$ cat config.mk
export PLATFORM = sky130hd
export DESIGN_NAME = fifo_irq_ctrl
export DESIGN_NICKNAME = d
export VERILOG_FILES = /design/src/rtl/fic_pkg.sv /design/src/rtl/fic_thresh_reg.sv /design/src/rtl/fic_level_decode.sv /design/src/rtl/fic_status_reg.sv /design/src/rtl/fic_mask_reg.sv /design/src/rtl/fifo_irq_ctrl.sv
export SDC_FILE = /design/constraint.sdc
export NUM_CORES = 1
export LEC_CHECK = 0
export CORE_UTILIZATION = 25
export DETAILED_ROUTE_END_ITERATION = 16
export MAX_ROUTING_LAYER = met4
export PLACE_DENSITY = 0.6
export SLEW_MARGIN = 40
export SYNTH_ARGS = -nofsm -noshare
export SYNTH_HDL_FRONTEND = slang
export SYNTH_SLANG_ARGS = --single-unit
export TNS_END_PERCENT = 1
$ cat constraint.sdc
create_clock -name clk -period 2.2 [get_ports clk]
set_input_delay 0.44 -clock clk [delete_from_list [all_inputs] [get_ports clk]]
set_output_delay 0.44 -clock clk [all_outputs]
set_load 0.02 [all_outputs]
$ cat src/rtl/fic_pkg.sv
// Shared constants for the FIFO threshold interrupt controller.
// Bit positions of the status word are fixed because software decodes them.
package fic_pkg;
    localparam int STAT_W = 12;

    localparam int B_RX_OVF     = 0;
    localparam int B_MODE_FAIL  = 1;
    localparam int B_TX_NFULL   = 2;
    localparam int B_TX_FULL    = 3;
    localparam int B_RX_LEVEL   = 4;
    localparam int B_RX_FULL    = 5;
    localparam int B_TX_UNDF    = 6;
    localparam int B_CMD_EMPTY  = 7;
    localparam int B_TX_EMPTY   = 8;
    localparam int B_CMD_NFULL  = 9;
    localparam int B_CMD_FULL   = 10;
    localparam int B_RX_EMPTY   = 11;

    localparam logic [STAT_W-1:0] SRC_ENABLE  = 12'hFBE;
    localparam logic [STAT_W-1:0] STICKY_MASK = 12'h043;

    typedef enum logic [2:0] {
        A_STATUS  = 3'd0,
        A_UNMASK  = 3'd1,
        A_MASKSET = 3'd2,
        A_MASK    = 3'd3,
        A_TX_LVL  = 3'd4,
        A_RX_LVL  = 3'd5,
        A_CMD_LVL = 3'd6
    } reg_addr_e;
endpackage

$ cat src/rtl/fic_thresh_reg.sv
// Programmable threshold register.
// Assumes a synchronous active-low reset; resets to 1; takes the low W bits of a write.
module fic_thresh_reg #(
    parameter int W = 8
) (
    input  logic         clk,
    input  logic         rst_n,
    input  logic         we,
    input  logic [W-1:0] wdata,
    output logic [W-1:0] q
);
    // Hold the threshold; load on write.
    always_ff @(posedge clk) begin
        if (!rst_n)  q <= W'(1);
        else if (we) q <= wdata;
    end
endmodule

$ cat src/rtl/fic_level_decode.sv
// Derives the level-type status bits from live FIFO counts, flags and thresholds.
// Purely combinational; sticky bit positions come out as zero.
module fic_level_decode
    import fic_pkg::*;
#(
    parameter int TXW  = 9,
    parameter int RXW  = 9,
    parameter int CMDW = 6
) (
    input  logic [TXW-1:0]    tx_count,
    input  logic [TXW-1:0]    tx_thr,
    input  logic              tx_full,
    input  logic              tx_empty,
    input  logic [RXW-1:0]    rx_count,
    input  logic [RXW-1:0]    rx_thr,
    input  logic              rx_full,
    input  logic              rx_empty,
    input  logic [CMDW-1:0]   cmd_count,
    input  logic [CMDW-1:0]   cmd_thr,
    input  logic              cmd_full,
    input  logic              cmd_empty,
    output logic [STAT_W-1:0] level
);
    // Compose every non-sticky status bit from the current FIFO state.
    always_comb begin
        level               = '0;
        level[B_TX_NFULL]   = (tx_count < tx_thr);
        level[B_TX_FULL]    = tx_full;
        level[B_TX_EMPTY]   = tx_empty;
        level[B_RX_LEVEL]   = (rx_count >= rx_thr);
        level[B_RX_FULL]    = rx_full;
        level[B_RX_EMPTY]   = rx_empty;
        level[B_CMD_NFULL]  = (cmd_count < cmd_thr);
        level[B_CMD_FULL]   = cmd_full;
        level[B_CMD_EMPTY]  = cmd_empty;
    end
endmodule

$ cat src/rtl/fic_status_reg.sv
// Status register: per bit either sticky (set by event, cleared by write-1) or
// reloaded from the level vector each clock. Set beats clear in the same cycle.
module fic_status_reg
    import fic_pkg::*;
#(
    parameter logic [STAT_W-1:0] STICKY = STICKY_MASK
) (
    input  logic              clk,
    input  logic              rst_n,
    input  logic [STAT_W-1:0] level,
    input  logic [STAT_W-1:0] set_ev,
    input  logic [STAT_W-1:0] clr,
    output logic [STAT_W-1:0] q
);
    logic [STAT_W-1:0] nxt;

    // Pick sticky or level behaviour per bit.
    for (genvar i = 0; i < STAT_W; i++) begin : g_bit
        if (STICKY[i]) begin : g_sticky
            assign nxt[i] = set_ev[i] | (q[i] & ~clr[i]);
        end else begin : g_level
            assign nxt[i] = level[i];
        end
    end

    // Register the next status word.
    always_ff @(posedge clk) begin
        if (!rst_n) q <= '0;
        else        q <= nxt;
    end
endmodule

$ cat src/rtl/fic_mask_reg.sv
// Interrupt mask with separate set and clear strobes; 1 = source masked.
// Assumes set and clear are not both requested in one cycle (set applied last).
module fic_mask_reg
    import fic_pkg::*;
(
    input  logic              clk,
    input  logic              rst_n,
    input  logic              set_we,
    input  logic              clr_we,
    input  logic [STAT_W-1:0] bits,
    output logic [STAT_W-1:0] q
);
    // Apply mask-set OR or unmask AND-NOT; reset masks all sources.
    always_ff @(posedge clk) begin
        if (!rst_n)      q <= SRC_ENABLE;
        else if (set_we) q <= q | bits;
        else if (clr_we) q <= q & ~bits;
    end
endmodule

$ cat src/rtl/fifo_irq_ctrl.sv
// Top of the FIFO threshold interrupt controller: register port decode,
// threshold bank, status and mask registers, registered interrupt output.
// Assumes one register access per cycle and single-cycle event pulses.
module fifo_irq_ctrl
    import fic_pkg::*;
#(
    parameter int DATA_W    = 32,
    parameter int TX_DEPTH  = 256,
    parameter int RX_DEPTH  = 256,
    parameter int CMD_DEPTH = 32,
    localparam int TXW  = $clog2(TX_DEPTH + 1),
    localparam int RXW  = $clog2(RX_DEPTH + 1),
    localparam int CMDW = $clog2(CMD_DEPTH + 1)
) (
    input  logic              clk,
    input  logic              rst_n,
    input  logic              reg_wr,
    input  logic [2:0]        reg_addr,
    input  logic [DATA_W-1:0] reg_wdata,
    output logic [DATA_W-1:0] reg_rdata,
    input  logic [CMDW-1:0]   cmd_count,
    input  logic              cmd_full,
    input  logic              cmd_empty,
    input  logic [TXW-1:0]    tx_count,
    input  logic              tx_full,
    input  logic              tx_empty,
    input  logic [RXW-1:0]    rx_count,
    input  logic              rx_full,
    input  logic              rx_empty,
    input  logic              ev_rx_overflow,
    input  logic              ev_tx_underflow,
    input  logic              ev_mode_fail,
    output logic              irq
);
    logic [TXW-1:0]    tx_thr_q;
    logic [RXW-1:0]    rx_thr_q;
    logic [CMDW-1:0]   cmd_thr_q;
    logic [STAT_W-1:0] level;
    logic [STAT_W-1:0] events;
    logic [STAT_W-1:0] stat_clr;
    logic [STAT_W-1:0] status_q;
    logic [STAT_W-1:0] mask_q;
    logic              irq_q;
    logic              unused_wdata;

    assign unused_wdata = ^reg_wdata[DATA_W-1:STAT_W];

    // Decode writes into per-register strobes.
    logic we_tx, we_rx, we_cmd, we_status, we_set, we_clr;
    always_comb begin
        we_tx     = reg_wr && (reg_addr == A_TX_LVL);
        we_rx     = reg_wr && (reg_addr == A_RX_LVL);
        we_cmd    = reg_wr && (reg_addr == A_CMD_LVL);
        we_status = reg_wr && (reg_addr == A_STATUS);
        we_set    = reg_wr && (reg_addr == A_MASKSET);
        we_clr    = reg_wr && (reg_addr == A_UNMASK);
    end

    fic_thresh_reg #(.W(TXW)) u_tx_thr (
        .clk(clk), .rst_n(rst_n), .we(we_tx), .wdata(reg_wdata[TXW-1:0]), .q(tx_thr_q));
    fic_thresh_reg #(.W(RXW)) u_rx_thr (
        .clk(clk), .rst_n(rst_n), .we(we_rx), .wdata(reg_wdata[RXW-1:0]), .q(rx_thr_q));
    fic_thresh_reg #(.W(CMDW)) u_cmd_thr (
        .clk(clk), .rst_n(rst_n), .we(we_cmd), .wdata(reg_wdata[CMDW-1:0]), .q(cmd_thr_q));

    fic_level_decode #(.TXW(TXW), .RXW(RXW), .CMDW(CMDW)) u_decode (
        .tx_count(tx_count), .tx_thr(tx_thr_q), .tx_full(tx_full), .tx_empty(tx_empty),
        .rx_count(rx_count), .rx_thr(rx_thr_q), .rx_full(rx_full), .rx_empty(rx_empty),
        .cmd_count(cmd_count), .cmd_thr(cmd_thr_q), .cmd_full(cmd_full),
        .cmd_empty(cmd_empty), .level(level));

    // Gather the event pulses into status-bit positions and form the clear vector.
    always_comb begin
        events              = '0;
        events[B_RX_OVF]    = ev_rx_overflow;
        events[B_MODE_FAIL] = ev_mode_fail;
        events[B_TX_UNDF]   = ev_tx_underflow;
        stat_clr            = we_status ? reg_wdata[STAT_W-1:0] : '0;
    end

    fic_status_reg #(.STICKY(STICKY_MASK)) u_status (
        .clk(clk), .rst_n(rst_n), .level(level), .set_ev(events),
        .clr(stat_clr), .q(status_q));

    fic_mask_reg u_mask (
        .clk(clk), .rst_n(rst_n), .set_we(we_set), .clr_we(we_clr),
        .bits(reg_wdata[STAT_W-1:0]), .q(mask_q));

    // Register the qualified interrupt request.
    always_ff @(posedge clk) begin
        if (!rst_n) irq_q <= 1'b0;
        else        irq_q <= |(~mask_q & status_q & SRC_ENABLE);
    end
    assign irq = irq_q;

    // Return the addressed register, zero-extended.
    always_comb begin
        reg_rdata = '0;
        case (reg_addr)
            A_STATUS:  reg_rdata = DATA_W'(status_q);
            A_MASK:    reg_rdata = DATA_W'(mask_q);
            A_TX_LVL:  reg_rdata = DATA_W'(tx_thr_q);
            A_RX_LVL:  reg_rdata = DATA_W'(rx_thr_q);
            A_CMD_LVL: reg_rdata = DATA_W'(cmd_thr_q);
            default:   reg_rdata = '0;
        endcase
    end
endmodule

==> metrics.md, run 1 <==
| Metric | Value |
|---|---|
| Area fraction of the dominant cell type after synthesis | 34.1% |
| Ys flop type | dfxtp_1 |
| PortBufs | 63 |
| # diodes | 0 |
| Max-cap violations | 0 |
| Clk sinks | 49 |
| Iter 0 DRT Violations | 99 |
| Clk Latency, worst-skew pair | 290 ps |
| H-Tree Depth | 2 |
| P per Cell Area | 568 nW/um^2 |
| Tot Pwr | 2210 uW |
| Dpl ws | -662 ps |
| Synth cell types | 40 |
| CP max FO | 4 |
| Wire length per cell | 14.4 microns |
| Switching pwr | 591 uW |
| Fmax | 477 MHz |
| Fin. max-slew vios | 0 |
| Comb pwr share | 20.0% |
| Area Growth Syn to Fin | 35.0% |
| Initial antenna violation count | 0 |
| Setup ws final | 102 ps |
| Routed WL | 8250 microns |
| Fin. Hold Viols | 0 |
| Post-synth EDFFs | 0 |
| RSZ-0062 raised after global routing | no |
| Num CTS Buffers | 5 |
| Flop pwr share | 42.7% |
| Hold Path Class | reg2reg |
| Die Width | 109 microns |
| Leading area contributor after synthesis | dfxtp_1 |
| Gpl congestion | 0.920 |
| CTS tree | built |
| Setup Skew | 6.70 ps |
| FF+latch count, synth | 49 |
| Clk buf depth | 2 |
| Post-DRT Antenna Nets | 0 |
| Vias/cell | 4.67 |
| First-pass DRT Iterations | 5 |
| Mapped Area | 2880 sq um |
| Post-synth ARST share | 0% |
| WS Path Type | in2out |
| Min Clock Period, post-route | 2100 ps |
| Syn Inst Count | 355 |
| Post-DP HPWL | 6440 microns |
| Ys Warns | 0 |
| Crit end category | output port |
| Status | complete, no violations |
| Core area | 11,000 sq um |
| Leak pwr | 0.00158 uW |
| GR Util All Layers | 14.6% |
| Root buffer cell | clkbuf_16 |
| Most numerous cell in the Yosys netlist | nand2_1 |
| Top cells by area, synth | dfxtp_1 34%, ha_1 9.6%, nand2_1 7.6% |
| Setup violations, final | 0 |
| Finished Cell Area | 3890 sq um |
| Worst EP arrival | 1660 ps |
| Layout Nets | 526 |
| First-pass GRT wire length | 12,800 microns |
| Vias in the first global route | 2,550 |
| Ratio of final minimum period to clock period | 95.4% |
| GRT overflow | 0 |
| Worst setup SP type | input port |
| Largest net degree at the start of global routing | 36 |
| Initial Util | 26.1% |
| Routed vias | 2,678 |
| Int Pwr | 1620 uW |
| Ports | 104 |
| Clock-pin slew on the worst setup and hold paths | 70 ps |
| Clock Power Share | 37.3% |
| Die H | 109 microns |
| Drt drc | 0 |
| Sequential area share after synthesis | 34.1% |
| Share of cells above drive strength 1 | 13.4% |
| WP data required | 1760 ps |
| Die Footprint | 11,900 sq um |
| VDD IR-drop max | 0.396 mV |
| Commonest cells post-synth | 58 x nand2_1, 49 x dfxtp_1, 37 x a21oi_1, 32 x inv_1 |
| FP Rows | 38 |
| Sw Share | 26.8% |
| Placed Area | 3700 sq um |
| Syn Area/Cell | 8.11 sq um |
## final timing paths
| check | startpoint | to | slack (ps) | cells past startpoint |
|---|---|---|---|---|
| worst max-delay path | reg_addr[0] | reg_rdata[1] | 100 | 5 |
| worst min-delay path | u_rx_thr.q[1] | u_rx_thr.q[1] | 460 | 2 |
| worst max register to register | u_tx_thr.q[4] | u_status.q[2] | 690 | 6 |
| worst min register to register | u_rx_thr.q[1] | u_rx_thr.q[1] | 460 | 2 |
## power by group through the flow
stage | clock, uW | combinational, uW | sequential [uW]
2_1_floorplan | 0 | 255 | 955
3_3_place_gp | 0 | 429 | 963
3_5_place_dp | 0 | 436 | 963
4_1_cts | 822 | 442 | 943
5_1_grt | 861 | 486 | 946
6_report | 822 | 442 | 943
## layout make-up
type	count	area [sq um]
flip-flops and latches	49	981
well taps	140	175
clock buffers	7	153
fillers	1157	7140
clock inverters	1	5.00
repair buffers	86	805
inverters	33	124
multi-input cells	258	1640
## critical path, cell delays in order
cell and delay [ps]:
dlygate4sd2_1 280, nor2b_2 180, and2_1 200, a221o_1 410, buf_6 150
## layer usage
layer / global-route usage (%) / up-vias / routed length, microns
met2: 23.4 / 75 / 3850
met4: 2.67 / 0 / 65
li1: - / 1340 / -
met1: 19.5 / 1257 / 3940
met5: - / - / 0
met3: 2.25 / 6 / 389
## cells by family (layout without fill, tap and decap cells)
| kind of cell | count (synthesis) | in the layout | synth area share [%] |
|---|---|---|---|
| mux | 15 | 15 | 5.21 |
| simple gates | 113 | 113 | 18.6 |
| buf+inv | 67 | 127 | 12.3 |
| fa+ha+maj | 22 | 22 | 9.56 |
| compound gates | 88 | 88 | 20.1 |
| flops | 49 | 49 | 34.1 |
| other cells | 1 | 20 | 0.130 |
## timing repair
item / in CTS / in global routing
gates resized for setup: 65 / 5
cloned: 1 / 0
pin swaps: 4 / 1
endpoints found under the setup margin: 12 / 8
setup buffers: 1 / 0
hold endpoints to repair: 0 / 0
hold buffers: 0 / 0
## placed cells by master (no fill, tap or decap), drive strengths merged, types with 6 or more instances in the layout
cell type / instances
a211oi: 9
a21oi: 38
a221o: 11
and2: 8
buf: 34
clkbuf: 8
clkdlybuf4s50: 48
conb: 20
dfxtp: 49
ha: 22
inv: 32
mux2i: 15
nand2: 58
nand3: 7
nor2: 20
nor3: 6
o21ai: 8
o22ai: 6
## per-stage QoR
stage / setup TNS (ps) / hold WS, ps / instances / util [%]
after global placement: -7370 / 442 / 564 / 33.5
after detailed placement: -8180 / 454 / 564 / 33.5
after global routing: 0 / 480 / 574 / 35.2
after CTS: -1.99 / 464 / 574 / 35.2
after floorplan: 0 / 436 / 374 / -
final: 0 / 464 / 574 / 35.2
Power figures use the tool's default switching activity.
==> run 2: changes to the inputs <==
Settings changed: CELL_PAD_IN_SITES_DETAIL_PLACEMENT set to 0, CELL_PAD_IN_SITES_GLOBAL_PLACEMENT set to 1, PLACE_DENSITY 0.6 to 0.67.
==> run 2 against run 1 <==
Effect of this change: the run now ends with setup timing left; setup slack worse by 120 ps; die area unchanged; power up 4.1%; non-clock buffer count up 5; first-iteration DRC count down 5.1%; core utilization up 0.83 points; clock-buffer cell count down 1; flip-flop and latch count unchanged; combinational power up 1%; fmax down 5.4%; critical endpoint unchanged; largest cell class unchanged.
==> metrics.md, run 2 (synthesized netlist as in run 1, its figures left out) <==
| Metric | Value |
|---|---|
| Status | complete, but fails checks |
| Violations in the final reports | setup timing |
| Fin. Hold Viols | 0 (unchanged) |
| Ratio of final minimum period to clock period | 101% (+5.5 points) |
| Comb pwr share | 19.4% (-0.6 points) |
| VDD IR-drop max | 0.279 mV (-29%) |
| Routed vias | 2,659 (-0.71%) |
| First-pass GRT wire length | 12,500 microns (-2.6%) |
| Sw Share | 25.7% (-1.1 points) |
| Hold Worst Slack | 455 ps (-8.63 ps) |
| Reg2reg start | u_tx_thr.q[4] |
| Setup violations, final | 1 (+1) |
| Fmax | 451 MHz (-5.4%) |
| Commonest cells after routing, fill and taps aside | 58 x nand2_1, 49 x dfxtp_1, 49 x clkdlybuf4s50_1 |
| Drt drc | 0 (unchanged) |
| Setup Skew | 5.64 ps (-1.06 ps) |
| GR Util All Layers | 14.4% (-0.14 points) |
| Ports | 104 (unchanged) |
| Initial Util | 26.1% (unchanged) |
| Post-DP HPWL | 6560 microns (+1.8%) |
| Die H | 109 microns (unchanged) |
| Int Pwr | 1710 uW (+5.7%) |
| Max-cap violations | 0 (unchanged) |
| Vias in the first global route | 2,482 (-2.7%) |
| Fin. max-slew vios | 0 (unchanged) |
| Share of cells above drive strength 1 | 15.5% (+2.1 points) |
| Layout Nets | 531 (+0.95%) |
| CP max FO | 7 (+3) |
| Die Width | 109 microns (unchanged) |
| Area Growth Syn to Fin | 38.2% |
| Clk sinks | 49 (unchanged) |
| Switching pwr | 590 uW (-0.14%) |
| Routed WL | 8210 microns (-0.52%) |
| R2R setup slack | 650 ps (-40 ps) |
| Most common cell after layout, fill and taps aside | nand2_1 |
| WS Path Type | in2out |
| Hold path cells | 2 (unchanged) |
| HP Start | u_rx_thr.q[1] |
| Worst EP arrival | 1780 ps (+120 ps) |
| Flop pwr share | 41.1% (-1.6 points) |
| PortBufs | 63 (unchanged) |
| Post-DRT Antenna Nets | 0 (unchanged) |
| # diodes | 0 (unchanged) |
| WP data required | 1760 ps (about the same) |
| Util after Layout | 36.1% (+0.83 points) |
| Num CTS Buffers | 5 (unchanged) |
| Hold Path Sink | u_rx_thr.q[1] |
| Clk Latency, worst-skew pair | 290 ps (about the same) |
| Root buffer cell | clkbuf_16 |
| First-pass DRT Iterations | 4 (-1) |
| Wire length per cell | 14.2 microns (-1.4%) |
| Gpl congestion | 0.798 (-13%) |
| P per Cell Area | 578 nW/um^2 (+1.7%) |
| Tot Pwr | 2300 uW (+4.1%) |
| Setup ws final | -18.2 ps (-120 ps) |
| RSZ-0062 raised after global routing | yes |
| Hold Path Class | reg2reg |
| Reg2Reg Depth | 6 (unchanged) |
| Largest net degree at the start of global routing | 26 (-28%) |
| FF-to-FF End | u_status.q[2] |
| Initial antenna violation count | 0 (unchanged) |
| Vias/cell | 4.59 (-1.6%) |
| Crit end category | output port |
| Min Clock Period, post-route | 2220 ps (+120 ps) |
| Hold-fix buffers, CTS | 0 (unchanged) |
| GRT overflow | 0 (unchanged) |
| Worst setup SP type | input port |
| FILL cells | 1,172 (+1.3%) |
| FP Rows | 38 (unchanged) |
| CTS tree | built |
| H-Tree Depth | 2 (unchanged) |
| Leak pwr | 0.00160 uW (+1.4%) |
| Clock-pin slew on the worst setup and hold paths | 60 ps (about the same) |
| Core area | 11,000 sq um (unchanged) |
| Die Footprint | 11,900 sq um (unchanged) |
| Iter 0 DRT Violations | 94 (-5.1%) |
| Clk buf depth | 2 (unchanged) |
| Clock Power Share | 39.5% (+2.2 points) |
-- run 2: repair_timing --
item,4_1_cts,5_1_grt
resized for setup,59,11
setup buffers,1,0
setup endpoints to repair,12,10
gates cloned,1,0
-- run 2: worst max path at each step --
| stage | from | endpoint | slack (ps) |
|---|---|---|---|
| floorplan | reg_addr[2] | reg_rdata[7] | 320 |
| global placement | reg_addr[0] | reg_rdata[0] | -630 |
| detailed placement | reg_addr[0] | reg_rdata[0] | -610 |
| CTS | reg_addr[1] | reg_rdata[10] | -20 |
| global route | reg_addr[1] | reg_rdata[1] | -70 |
| finish | reg_addr[1] | reg_rdata[1] | -20 |
-- run 2: per-layer routing --
layer / part of all wire (%) / wire length [microns] / vias up / GRT usage, %
met5: 0 / 0 / - / -
met4: 0.94 / 77 / 0 / 3.71
met3: 5.1 / 418 / 7 / 2.43
met2: 49 / 4010 / 65 / 24.2
met1: 45 / 3700 / 1237 / 17.9
li1: - / - / 1350 / -
-- run 2: critical path, cell delays in order --
cell	delay [ps]
clkdlybuf4s50_1	470
buf_6	150
nand2b_4	130
o22ai_1	80
a221o_1	330
buf_2	170
-- run 2: area by class of cell --
type | count | area (sq um) | share of cell area (%)
Inverter | 33 | 124 | 3.11
Clock inverter | 2 | 37.5 | 0.944
Clock buffer | 6 | 139 | 3.49
Tap cell | 140 | 175 | 4.40
Sequential cell | 49 | 981 | 24.7
Timing Repair Buffer | 91 | 861 | 21.6
Multi-Input combinational cell | 258 | 1660 | 41.7
-- run 2: power by group through the flow --
stage,sequential [uW],clock [uW],combinational (uW)
2_1_floorplan,955,0,255
3_5_place_dp,963,0,446
5_1_grt,946,951,489
3_3_place_gp,963,0,440
6_report,944,907,447
4_1_cts,943,926,454
-- run 2: per-stage QoR --
| step | cell area (sq um) | setup TNS (ps) | setup slack [ps] | instances |
|---|---|---|---|---|
| 2_1_floorplan | 2950 | 0 | 324 | 374 |
| 5_1_grt | 3980 | -66.5 | -66.5 | 579 |
| 4_1_cts | 4010 | -40.3 | -20.4 | 579 |
| 3_5_place_dp | 3770 | -6990 | -612 | 569 |
| 3_3_place_gp | 3770 | -6830 | -626 | 569 |
| 6_report | 3980 | -18.2 | -18.2 | 579 |
